<file path="src/rtl/smux_guard_pkg.sv">
package smux_guard_pkg;
  localparam int CFG_ADDR    = 0;
  localparam int CTRL_ADDR   = 1;
  localparam int TXCFG_ADDR  = 2;
  localparam int RXCFG_ADDR  = 3;
  localparam int FIRST_WORD  = 2;

  localparam int CFG_STOP    = 0;
  localparam int CFG_SUP     = 1;
  localparam int CTRL_TX     = 0;
  localparam int CTRL_RX     = 1;
  localparam int CTRL_CONT   = 2;
  localparam int CTRL_START  = 3;

  typedef enum logic [1:0] {
    DENY_NONE    = 2'd0,
    DENY_STOPPED = 2'd1,
    DENY_PRIV    = 2'd2,
    DENY_BUSY    = 2'd3
  } deny_e;

  typedef enum logic [1:0] {
    RD_NONE  = 2'd0,
    RD_SMALL = 2'd1,
    RD_MEM   = 2'd2
  } rd_sel_e;
endpackage

</file>
<file path="src/rtl/smux_access_check.sv">
module smux_access_check
  import smux_guard_pkg::*;
#(
  parameter int ADDR_W = 3
) (
  input  logic              write_i,
  input  logic              super_i,
  input  logic [ADDR_W-1:0] addr_i,
  input  logic              set_stop_i,
  input  logic              stop_i,
  input  logic              sup_only_i,
  input  logic              busy_i,
  output logic              deny_o
);
  deny_e cause;
  logic  restricted;
  logic  is_cfg;

  always_comb begin
    is_cfg     = (addr_i == ADDR_W'(CFG_ADDR));
    restricted = sup_only_i || is_cfg ||
                 (addr_i == ADDR_W'(TXCFG_ADDR)) ||
                 (addr_i == ADDR_W'(RXCFG_ADDR));
    if (stop_i && !is_cfg)
      cause = DENY_STOPPED;
    else if (restricted && !super_i)
      cause = DENY_PRIV;
    else if (write_i && is_cfg && set_stop_i && busy_i)
      cause = DENY_BUSY;
    else
      cause = DENY_NONE;
    deny_o = (cause != DENY_NONE);
  end
endmodule

</file>
<file path="src/rtl/smux_ctrl_regs.sv">
module smux_ctrl_regs
  import smux_guard_pkg::*;
(
  input  logic       clk,
  input  logic       rst,
  input  logic       cfg_we_i,
  input  logic       ctrl_we_i,
  input  logic [3:0] wbits_i,
  input  logic       frame_done_i,
  output logic       stop_o,
  output logic       sup_only_o,
  output logic       tx_o,
  output logic       rx_o,
  output logic       cont_o,
  output logic       start_o,
  output logic       clk_en_o
);
  always_ff @(posedge clk) begin
    if (rst) begin
      stop_o     <= 1'b0;
      sup_only_o <= 1'b0;
      tx_o       <= 1'b0;
      rx_o       <= 1'b0;
      cont_o     <= 1'b0;
      start_o    <= 1'b0;
      clk_en_o   <= 1'b1;
    end else begin
      if (cfg_we_i) begin
        stop_o     <= wbits_i[CFG_STOP];
        sup_only_o <= wbits_i[CFG_SUP];
        clk_en_o   <= !wbits_i[CFG_STOP];
      end
      if (ctrl_we_i) begin
        tx_o    <= wbits_i[CTRL_TX];
        rx_o    <= wbits_i[CTRL_RX];
        cont_o  <= wbits_i[CTRL_CONT];
        start_o <= wbits_i[CTRL_START];
      end else if (frame_done_i) begin
        start_o <= 1'b0;
      end
    end
  end

  // stop only ever rises out of an idle control state
  assert_stop_from_idle_R4: assert property (@(posedge clk) disable iff (rst)
    $rose(stop_o) |-> $past(!tx_o && !rx_o && !cont_o));

  // clocks gated exactly while stopped
  assert_clken_tracks_stop_R5: assert property (@(posedge clk) disable iff (rst)
    clk_en_o != stop_o);

  // control bits frozen while stopped
  assert_ctrl_frozen_R6: assert property (@(posedge clk) disable iff (rst)
    stop_o |=> $stable({tx_o, rx_o, cont_o}));

  // start is raised only by a write, dropped only by a write or frame end
  assert_start_rise_R10: assert property (@(posedge clk) disable iff (rst)
    $rose(start_o) |-> $past(ctrl_we_i));
  assert_start_fall_R10: assert property (@(posedge clk) disable iff (rst)
    $fell(start_o) |-> $past(ctrl_we_i || frame_done_i));
endmodule

</file>
<file path="src/rtl/smux_reg_bank.sv">
module smux_reg_bank
  import smux_guard_pkg::*;
#(
  parameter int ADDR_W = 3,
  parameter int DATA_W = 16
) (
  input  logic              clk,
  input  logic              rst,
  input  logic              we_i,
  input  logic [ADDR_W-1:0] addr_i,
  input  logic [DATA_W-1:0] wdata_i,
  output logic [DATA_W-1:0] rdata_o
);
  localparam int DEPTH = 1 << ADDR_W;

  logic [DATA_W-1:0] mem [DEPTH];
  logic [DEPTH-1:0]  vld_q;
  logic [DATA_W-1:0] mem_rd_q;
  logic              vld_rd_q;

  always_ff @(posedge clk) begin
    if (we_i) mem[addr_i] <= wdata_i;
    mem_rd_q <= mem[addr_i];
  end

  always_ff @(posedge clk) begin
    if (rst) begin
      vld_q    <= '0;
      vld_rd_q <= 1'b0;
    end else begin
      if (we_i) vld_q[addr_i] <= 1'b1;
      vld_rd_q <= vld_q[addr_i];
    end
  end

  assign rdata_o = vld_rd_q ? mem_rd_q : '0;

  // the word store is written only at word addresses
  assert_word_range_R3: assert property (@(posedge clk) disable iff (rst)
    we_i |-> (int'(addr_i) >= FIRST_WORD));
endmodule

</file>
<file path="src/rtl/smux_ctrl_guard.sv">
module smux_ctrl_guard
  import smux_guard_pkg::*;
#(
  parameter int ADDR_W = 3,
  parameter int DATA_W = 16
) (
  input  logic              clk,
  input  logic              rst,
  input  logic              req_valid,
  input  logic              req_write,
  input  logic              req_super,
  input  logic [ADDR_W-1:0] req_addr,
  input  logic [DATA_W-1:0] req_wdata,
  input  logic              frame_done,
  output logic              rsp_ack,
  output logic              rsp_err,
  output logic [DATA_W-1:0] rsp_rdata,
  output logic              clk_en,
  output logic              tx_en,
  output logic              rx_en,
  output logic              cont_mode,
  output logic              xfer_start
);
  logic stop_q, sup_q, deny, legal;
  logic cfg_we, ctrl_we, mem_we, is_word;
  logic [DATA_W-1:0] bank_rd, small_d, small_q;
  rd_sel_e sel_d, sel_q;

  smux_access_check #(.ADDR_W(ADDR_W)) u_check (
    .write_i(req_write), .super_i(req_super), .addr_i(req_addr),
    .set_stop_i(req_wdata[CFG_STOP]), .stop_i(stop_q), .sup_only_i(sup_q),
    .busy_i(tx_en || rx_en || cont_mode), .deny_o(deny)
  );

  always_comb begin
    legal   = req_valid && !deny;
    is_word = (int'(req_addr) >= FIRST_WORD);
    cfg_we  = legal && req_write && (req_addr == ADDR_W'(CFG_ADDR));
    ctrl_we = legal && req_write && (req_addr == ADDR_W'(CTRL_ADDR));
    mem_we  = legal && req_write && is_word;
    small_d = '0;
    if (req_addr == ADDR_W'(CFG_ADDR)) begin
      small_d[CFG_STOP] = stop_q;
      small_d[CFG_SUP]  = sup_q;
    end else begin
      small_d[CTRL_TX]    = tx_en;
      small_d[CTRL_RX]    = rx_en;
      small_d[CTRL_CONT]  = cont_mode;
      small_d[CTRL_START] = xfer_start;
    end
    if (!legal || req_write) sel_d = RD_NONE;
    else if (is_word)        sel_d = RD_MEM;
    else                     sel_d = RD_SMALL;
  end

  smux_ctrl_regs u_ctrl (
    .clk(clk), .rst(rst), .cfg_we_i(cfg_we), .ctrl_we_i(ctrl_we),
    .wbits_i(req_wdata[3:0]), .frame_done_i(frame_done),
    .stop_o(stop_q), .sup_only_o(sup_q), .tx_o(tx_en), .rx_o(rx_en),
    .cont_o(cont_mode), .start_o(xfer_start), .clk_en_o(clk_en)
  );

  smux_reg_bank #(.ADDR_W(ADDR_W), .DATA_W(DATA_W)) u_bank (
    .clk(clk), .rst(rst), .we_i(mem_we), .addr_i(req_addr),
    .wdata_i(req_wdata), .rdata_o(bank_rd)
  );

  always_ff @(posedge clk) begin
    if (rst) begin
      rsp_ack <= 1'b0;
      rsp_err <= 1'b0;
      sel_q   <= RD_NONE;
      small_q <= '0;
    end else begin
      rsp_ack <= legal;
      rsp_err <= req_valid && deny;
      sel_q   <= sel_d;
      small_q <= small_d;
    end
  end

  assign rsp_rdata = (sel_q == RD_MEM)   ? bank_rd :
                     (sel_q == RD_SMALL) ? small_q : '0;

  // one answer per request, never both
  assert_one_answer_R2: assert property (@(posedge clk) disable iff (rst)
    !(rsp_ack && rsp_err));
  assert_answer_follows_R2: assert property (@(posedge clk) disable iff (rst)
    (rsp_ack || rsp_err) == $past(req_valid));

  // only the configuration word answers while stopped
  assert_stopped_refuse_R6: assert property (@(posedge clk) disable iff (rst)
    req_valid && stop_q && (req_addr != ADDR_W'(CFG_ADDR)) |=> rsp_err);

  // user-mode access to a restricted word is refused
  assert_user_refused_R7: assert property (@(posedge clk) disable iff (rst)
    req_valid && !req_super &&
    (sup_q || req_addr == ADDR_W'(CFG_ADDR) ||
     req_addr == ADDR_W'(TXCFG_ADDR) || req_addr == ADDR_W'(RXCFG_ADDR))
    |=> rsp_err);

  // no data leaks on a refusal
  assert_err_no_data_R9: assert property (@(posedge clk) disable iff (rst)
    rsp_err |-> (rsp_rdata == '0));
endmodule

</file>
<file path="config.mk">
export PLATFORM = sky130hd
export DESIGN_NAME = smux_ctrl_guard
export DESIGN_NICKNAME = d
export VERILOG_FILES = /design/src/rtl/smux_guard_pkg.sv /design/src/rtl/smux_access_check.sv /design/src/rtl/smux_ctrl_regs.sv /design/src/rtl/smux_reg_bank.sv /design/src/rtl/smux_ctrl_guard.sv
export SDC_FILE = /design/constraint.sdc
export NUM_CORES = 1
export LEC_CHECK = 0
export BUFFER_PORTS_ARGS = -buffer_cell sky130_fd_sc_hd__buf_2
export CORE_MARGIN = 2
export CORE_UTILIZATION = 46
export CTS_CLUSTER_SIZE = 40
export DETAILED_ROUTE_END_ITERATION = 7
export GPL_ROUTABILITY_DRIVEN = 0
export PLACE_DENSITY = 0.72
export SETUP_SLACK_MARGIN = 0.4
export SLEW_MARGIN = 40
export SYNTH_ARGS = -nofsm -noshare
export SYNTH_HDL_FRONTEND = slang
export SYNTH_SLANG_ARGS = --single-unit
</file>
<file path="constraint.sdc">
create_clock -name clk -period 5.5 [get_ports clk]
set_input_delay 0.275 -clock clk [delete_from_list [all_inputs] [get_ports clk]]
set_output_delay 0.275 -clock clk [all_outputs]
set_load 0.05 [all_outputs]
</file>
==> results of run 1 <==
-- cells in the final DEF, fill, tap and decap left out, types with 3 or more instances in the layout --
cell / synthesis / routed
a21oi_1: 4 / 4
a22o_1: 4 / 4
and2_1: 13 / 13
buf_2: 5 / 46
buf_4: 3 / 6
clkbuf_16: 0 / 17
clkinv_2: 0 / 3
clkinv_4: 0 / 3
conb_1: 1 / 32
dfxtp_1: 40 / 40
edfxtp_1: 128 / 128
inv_1: 6 / 6
mux2_2: 16 / 16
mux2i_1: 9 / 9
mux4_2: 34 / 34
nand2b_1: 3 / 3
nand3_1: 3 / 3
nor2_1: 23 / 22
nor2b_1: 7 / 7
nor3_1: 6 / 3
nor3_2: 0 / 3
-- per-layer routing --
metal	up-vias	routed length [µm]	global-route usage (%)
met5	-	7	0
met4	2	126	6.54
met3	15	465	5.38
met2	64	5090	24.5
met1	1548	4610	20.1
li1	1425	-	-
-- power by group --
| group | total [mW] | switching [mW] | internal, mW |
|---|---|---|---|
| clock | 1.15 | 0.460 | 0.687 |
| combinational | 0.120 | 0.0642 | 0.0555 |
| sequential | 1.42 | 0.0109 | 1.41 |
-- state kept, by name, summed over array words and instances, names as in the netlist, 2 cells and up --
name             cells
small_q              4
u_bank.mem         128
u_bank.mem_rd_q     16
sel_q                2
u_bank.vld_q         8
-- worst paths after layout --
path / start / to / slack (ps) / depth (start not counted)
max: sel_q[1]$_SDFF_PP0_ / rsp_rdata[3] / 3290 / 5
min: req_wdata[12] / u_bank.mem[1][12]$_DFFE_PP_ / 120 / 1
max reg2reg: u_ctrl.sup_only_o$_SDFFE_PP0P_ / u_bank.mem[7][7]$_DFFE_PP_ / 3630 / 4
min reg2reg: u_bank.vld_q[7]$_SDFFE_PP0P_ / u_bank.vld_q[7]$_SDFFE_PP0P_ / 460 / 2
-- kinds of logic after synthesis --
group,share of synthesized area [%]
flip-flops,74.3
AND/OR/NAND/NOR,5.66
multiplexers,16.6
buffers and inverters,1.78
AO/OA/AOI/OAI,1.62
other,0.0600
-- final cells by class --
cell class	instances	share of cell area (%)
sequential	168	62.9
multi-input combinational	169	22.1
clock buffer	19	6.13
tap	176	2.98
timing repair buffer	53	3.88
inverter	6	0.305
clock inverter	13	1.75
-- worst register-to-register path: stages, from the launching register on --
cell	delay, ps
dfxtp_1	330
nor2b_1	180
nor3_1	240
nand3_1	150
inv_1	600
-- stage by stage --
stage	utilization, %	hold WS (ps)
floorplan	-	374
global placement	51.3	440
detailed placement	51.3	451
CTS	55.7	116
global route	55.8	124
finish	55.8	119
==> key figures, run 1 <==
Outcome
  • Status: completed

Critical path
  • Crit-path cells: nand2_1 > nor2_2 > buf_4 > a22o_1 > buf_2
  • Setup crit start kind: register
  • CP required: ~5200 ps
  • Critical path's top delay family: buffers and inverters
  • Critical Path Slowest Stage Cell: nor2_2
  • CP bufs+invs: 2
  • Crit end category: primary output
  • Slowest stage delay, CP: 410 ps
  • Worst-path maximum fanout: 9
  • Worst endpoint data arrival time: ~1900 ps
  • Setup CP Type: reg2out

Clocking
  • Max Buffers Root-to-Sink: 2
  • CTS tree: built
  • # Post-CTS Setup Buffers: 0
  • Worst-skew pair later-pin latency: 420 ps
  • Clock buffer count from CTS: 17
  • Root Driver: clkbuf_16
  • Clock transition at path regs: roughly 60 ps
  • TritonCTS Sinks: between 150 and 200
  • # hold bufs at CTS: 0
  • Post-CTS sizing: 0
  • H-tree depth: 4

Yosys
  • Yosys warns: 0
  • Post-synth ARST share: 0%
  • Synth area leaders: edfxtp_1, dfxtp_1, mux4_2, mux2_2, mux2i_1
  • Synth top area share: between 60% and 70%
  • Synth Register Bits: between 150 and 200
  • Netlist cell types: 33
  • Commonest cells post-synth: edfxtp_1, dfxtp_1, mux4_2, nor2_1, mux2_2
  • EDFF count, synth: approximately 130
  • Synthesized area: 6250 µm²
  • Most common cell in the netlist: edfxtp_1
  • Top FF cell, synth: edfxtp_1
  • Area leader, netlist: edfxtp_1
  • Post-Synthesis Cells: 329
  • Sequential area share after synthesis: 74.3%
  • Avg Synthesized Cell Area: between 15 and 20 µm²

Power
  • Static Leak: 2.70 nW
  • Worst VDD drop: roughly 0.00023 V
  • Power per cell area: roughly 360 nW/µm²
  • Power, Total: about 2.7 mW

Cells and area
  • Fraction of layout cells with a size suffix above 1: 32.5%
  • Design Area, Final: approximately 7400 µm²
  • Cell Count, Final, Fillers Out: roughly 600
  • Reg area: 4640 µm²
  • Net count, final: 440
  • Diode count: 0
  • Fill count: ~1.0k
  • Multi-input logic area: ~1600 µm²
  • Layout area overhead: 18.1%

Timing
  • Worst-Margin Slew: 739 ps
  • Slew Viols, Final: 0
  • Period utilisation layout: 40.2%
  • Final Critical Period: around 2200 ps
  • Final setup violation count: 0
  • TNS Setup: 0 ps
  • Setup ws final: around 3300 ps
  • Fmax: 0.452 GHz
  • RSZ-0062 raised after global routing: no
  • Final hold violation count: 0
  • Slew headroom: around half
  • Layout Skew: just under 7 ps

Route
  • Iteration-0 DRC Markers: 238
  • Antenna viol nets, final: 0
  • Via count: just over 3k
  • Post-route DRC: 0
  • WL final: between 10 and 15 mm
  • Vias/cell: ~5.1
  • Pre-antenna DRT Iters: 4
  • Routed length per instance: about 17 µm

Placed design
  • Dpl ws: roughly 2800 ps
  • I/O Buffers: between 40 and 50
  • Placed cell areas: around 6800 µm²
  • Hpwl dp: approximately 6.1 mm
  • Placed insts: 572

Floorplanning
  • Die Y: ~120 µm
  • Core area: about 13000 µm²
  • Die area: roughly 15000 µm²
  • Starting Density: between 40% and 50%
  • Io pins: 48
  • Width of the die: about 120 µm
  • Rows: 42

Global routing
  • Largest net degree at the start of global routing: 45
  • Vias in the first global route: roughly 3.1k
  • Global-route wire length before repair: about 17 mm
  • Overflow after GRT: 0
  • Total track usage: 15.6%
  • Initial antenna violation count: 1

Min path
  • HP Class: in2reg

Run
  • Max Cap Viol: 0
No activity file was read; power rests on OpenSTA's default activity.
==> run 2, diff against run 1 <==
--- a/config.mk
+++ b/config.mk
@@ -5,6 +5,7 @@
 export SDC_FILE = /design/constraint.sdc
 export NUM_CORES = 1
 export LEC_CHECK = 0
+export ABC_AREA = 1
 export BUFFER_PORTS_ARGS = -buffer_cell sky130_fd_sc_hd__buf_2
 export CORE_MARGIN = 2
 export CORE_UTILIZATION = 46
==> constraint.sdc (replaced) <==
create_clock -name clk -period 2.23 [get_ports clk]
set_input_delay 0.1115 -clock clk [delete_from_list [all_inputs] [get_ports clk]]
set_output_delay 0.1115 -clock clk [all_outputs]
set_load 0.05 [all_outputs]
==> run 2 against run 1 <==
Against the previous run: via count rose by 43%; clock-buffer cell count decreased by 1; clock skew down 1.0 ps; critical path depth shrank 1; non-clock buffer count grew 26; wire length up 32%; sequential power rose by 150%; critical endpoint is now rsp_rdata[5]; largest power group unchanged; die area is 3.4% higher; clock power is 150% higher; register-to-register slack lost 3100 ps.
==> key figures, run 2 <==
Yosys
  • Top FF cell, synth: edfxtp_1
  • EDFF count, synth: 128 (unchanged)
  • Synthesized area: 6470 µm² (+3.5%)
  • Synth Register Bits: 168 (unchanged)
  • Post-synth ARST share: 0% (unchanged)
  • Sequential area share after synthesis: 71.8% (-2.5 points)
  • Synth top area share: 59.4% (-2.1 points)
  • Avg Synthesized Cell Area: 11.8 µm² (-38%)
  • Synth area leaders: edfxtp_1, dfxtp_1, nor2_1, o21ai_0, nand3_1
  • Area leader, netlist: edfxtp_1
  • Commonest cells post-synth: edfxtp_1, nor2_1, o21ai_0, inv_1, nand3_1
  • Yosys warns: 0 (unchanged)
  • Most common cell in the netlist: edfxtp_1
  • Netlist cell types: 36 (+9.1%)
  • Post-Synthesis Cells: 546 (+66%)

Critical path
  • CP required: 2120 ps (-3100 ps)
  • Crit-path cells: nand3b_1 > buf_4 > nor2_1 > clkbuf_4
  • Setup crit start kind: register
  • Slowest stage delay, CP: 340 ps (-70 ps)
  • Critical Path Slowest Stage Cell: dfxtp_1
  • Worst-path maximum fanout: 6 (-3)
  • Setup CP Type: reg2out
  • Setup crit start: sel_q[0]$_SDFF_PP0_
  • Crit end category: primary output
  • Worst endpoint data arrival time: 1640 ps (-300 ps)
  • Worst reg2reg path startpoint: u_ctrl.tx_o$_SDFFE_PP0P_

Cells and area
  • Fraction of layout cells with a size suffix above 1: 20.0% (-13 points)
  • Largest Register: u_bank.mem
  • Commonest non-fill, non-tap cell in the layout: edfxtp_1
  • Layout area overhead: 22.7%
  • Most frequent cells in the layout: edfxtp_1, nor2_1, o21ai_0, nand3_1, nand2_1
  • Diode count: 0 (unchanged)
  • Cell Count, Final, Fillers Out: 841 (+39%)
  • Final Core Density: 57.4% (+1.6 points)
  • Design Area, Final: 7940 µm² (+7.5%)
  • Largest register FFs: 128 (unchanged)
  • Largest regs: u_bank.mem (128), u_bank.mem_rd_q (16), u_bank.vld_q (8)
  • Net count, final: 673 (+53%)

Floorplanning
  • Die area: 15000 µm² (+3.4%)
  • Width of the die: 123 µm (+1.7%)
  • Die Y: 123 µm (+1.7%)
  • Rows: 43 (+2.4%)
  • Io pins: 48 (unchanged)
  • Starting Density: 46.8% (-0.43 points)
  • Core area: 13800 µm² (+4.4%)

Global routing
  • Total track usage: 19.5% (+3.9 points)
  • Vias in the first global route: 4255 (+36%)
  • Initial antenna violation count: 0 (-1)
  • Global-route wire length before repair: 21.5 mm (+30%)
  • Overflow after GRT: 0 (unchanged)
  • Largest net degree at the start of global routing: 67 (+49%)

Clocking
  • Root Driver: clkbuf_16
  • Clock buffer count from CTS: 17 (unchanged)
  • H-tree depth: 4 (unchanged)
  • Worst-skew pair later-pin latency: 420 ps (about the same)
  • Max Buffers Root-to-Sink: 2 (unchanged)
  • Clock transition at path regs: 60 ps (about the same)
  • TritonCTS Sinks: 168 (unchanged)
  • CTS tree: built

Timing
  • Layout Skew: 5.92 ps (-1.02 ps)
  • Hold Slack: 36.2 ps (-82.9 ps)
  • Final setup violation count: 0 (unchanged)
  • Period utilisation layout: between 70% and 80%
  • Final hold violation count: 0 (unchanged)
  • TNS Setup: 0 ps (unchanged)
  • Final Critical Period: around 1700 ps
  • Worst-Margin Slew: 692 ps (-46.3 ps)
  • Slew Viols, Final: 0 (unchanged)
  • Fmax: around 0.57 GHz
  • Setup ws final: 481 ps (-2810 ps)
  • Slew headroom: 53.8% (+3.1 points)
  • RSZ-0062 raised after global routing: yes

Route
  • WL final: 13.6 mm (+32%)
  • Via count: 4354 (+43%)
  • Routed length per instance: 16.2 µm (-5.1%)
  • Pre-antenna DRT Iters: 5 (+1)
  • Vias/cell: 5.18 (+2.4%)
  • Post-route DRC: 0 (unchanged)
  • Antenna viol nets, final: 0 (unchanged)
  • Iteration-0 DRC Markers: 424 (+78%)

Power
  • Sequential share of power: 51.7% (-1.2 points)
  • Clock power share: 42.2% (-0.4 points)
  • Gate power share: 6.1% (+1.7 points)
  • Int Power: 5.26 mW (+140%)
  • Power, Total: 6.78 mW (+150%)
  • Power per cell area: 855 nW/µm² (+130%)
  • Net switching power: 1.52 mW (+180%)
  • Static Leak: 3.02 nW (+12%)
  • Worst VDD drop: 0.000566 V (+150%)
  • Net Sw Frac: 22.4% (+2.5 points)

Min path
  • HP Class: in2reg
  • HP Start: req_wdata[0]

Placed design
  • Placed cell areas: 7010 µm² (+3.2%)
  • I/O Buffers: 47 (unchanged)
  • Placed insts: 785 (+37%)
  • Dpl ws: 255 ps (-2520 ps)
  • Hpwl dp: 8.25 mm (+35%)

Outcome
  • Status: completed

Run
  • Max Cap Viol: 0 (unchanged)
## run 2: timing repair
action / in CTS / in global routing
setup buffers: 2 / 8
hold buffers: 14 / 0
hold endpoints to repair: 91 / 0
endpoints found under the setup margin: 16 / 110
gates resized for setup: 0 / 20
## run 2: kinds of logic after synthesis
family,Yosys count,synth area share (%)
buffers and inverters,75,4.80
AOI/OAI and AO/OA,104,9.38
DFF,168,71.8
and+or+nand+nor,198,13.9
other,1,0.0580
## run 2: worst max-delay path, delay by kind of cell (launching register included)
kind	cells	cell delay [ps]
DFF	1	340
buffers and inverters	2	480
and+or+nand+nor	2	390
## run 2: path summary, 6_finish.rpt
check                                  to  depth (start not counted)  slack (ps)
max                          rsp_rdata[5]                          4         480
min reg2reg  u_bank.vld_q[1]$_SDFFE_PP0P_                          2         440
min            u_bank.mem[7][0]$_DFFE_PP_                          1          40
max reg2reg   u_bank.mem[7][12]$_DFFE_PP_                         10         500
## run 2: power groups by stage
stage	sequential [mW]	combinational, mW	clock (mW)
2_1_floorplan	3.58	0.233	0
3_3_place_gp	3.57	0.367	0
3_5_place_dp	3.57	0.378	0
4_1_cts	3.51	0.399	2.91
5_1_grt	3.51	0.461	3.05
6_report	3.51	0.413	2.86
## run 2: final cells by class
cell class / instances / area (µm²)
clock buffer: 18 / 429
clock inverter: 14 / 150
fill: 1122 / 5890
inverter: 48 / 216
multi-input combinational: 334 / 1630
sequential: 168 / 4650
tap: 180 / 225
timing repair buffer: 79 / 637
## run 2: layer usage
metal	GRT usage [%]	vias up	part of all wire, %
met5	0	-	0
met4	8.62	0	2.2
met3	6.09	30	6.1
met2	32.1	158	50
met1	23.7	2085	42
li1	-	2081	-
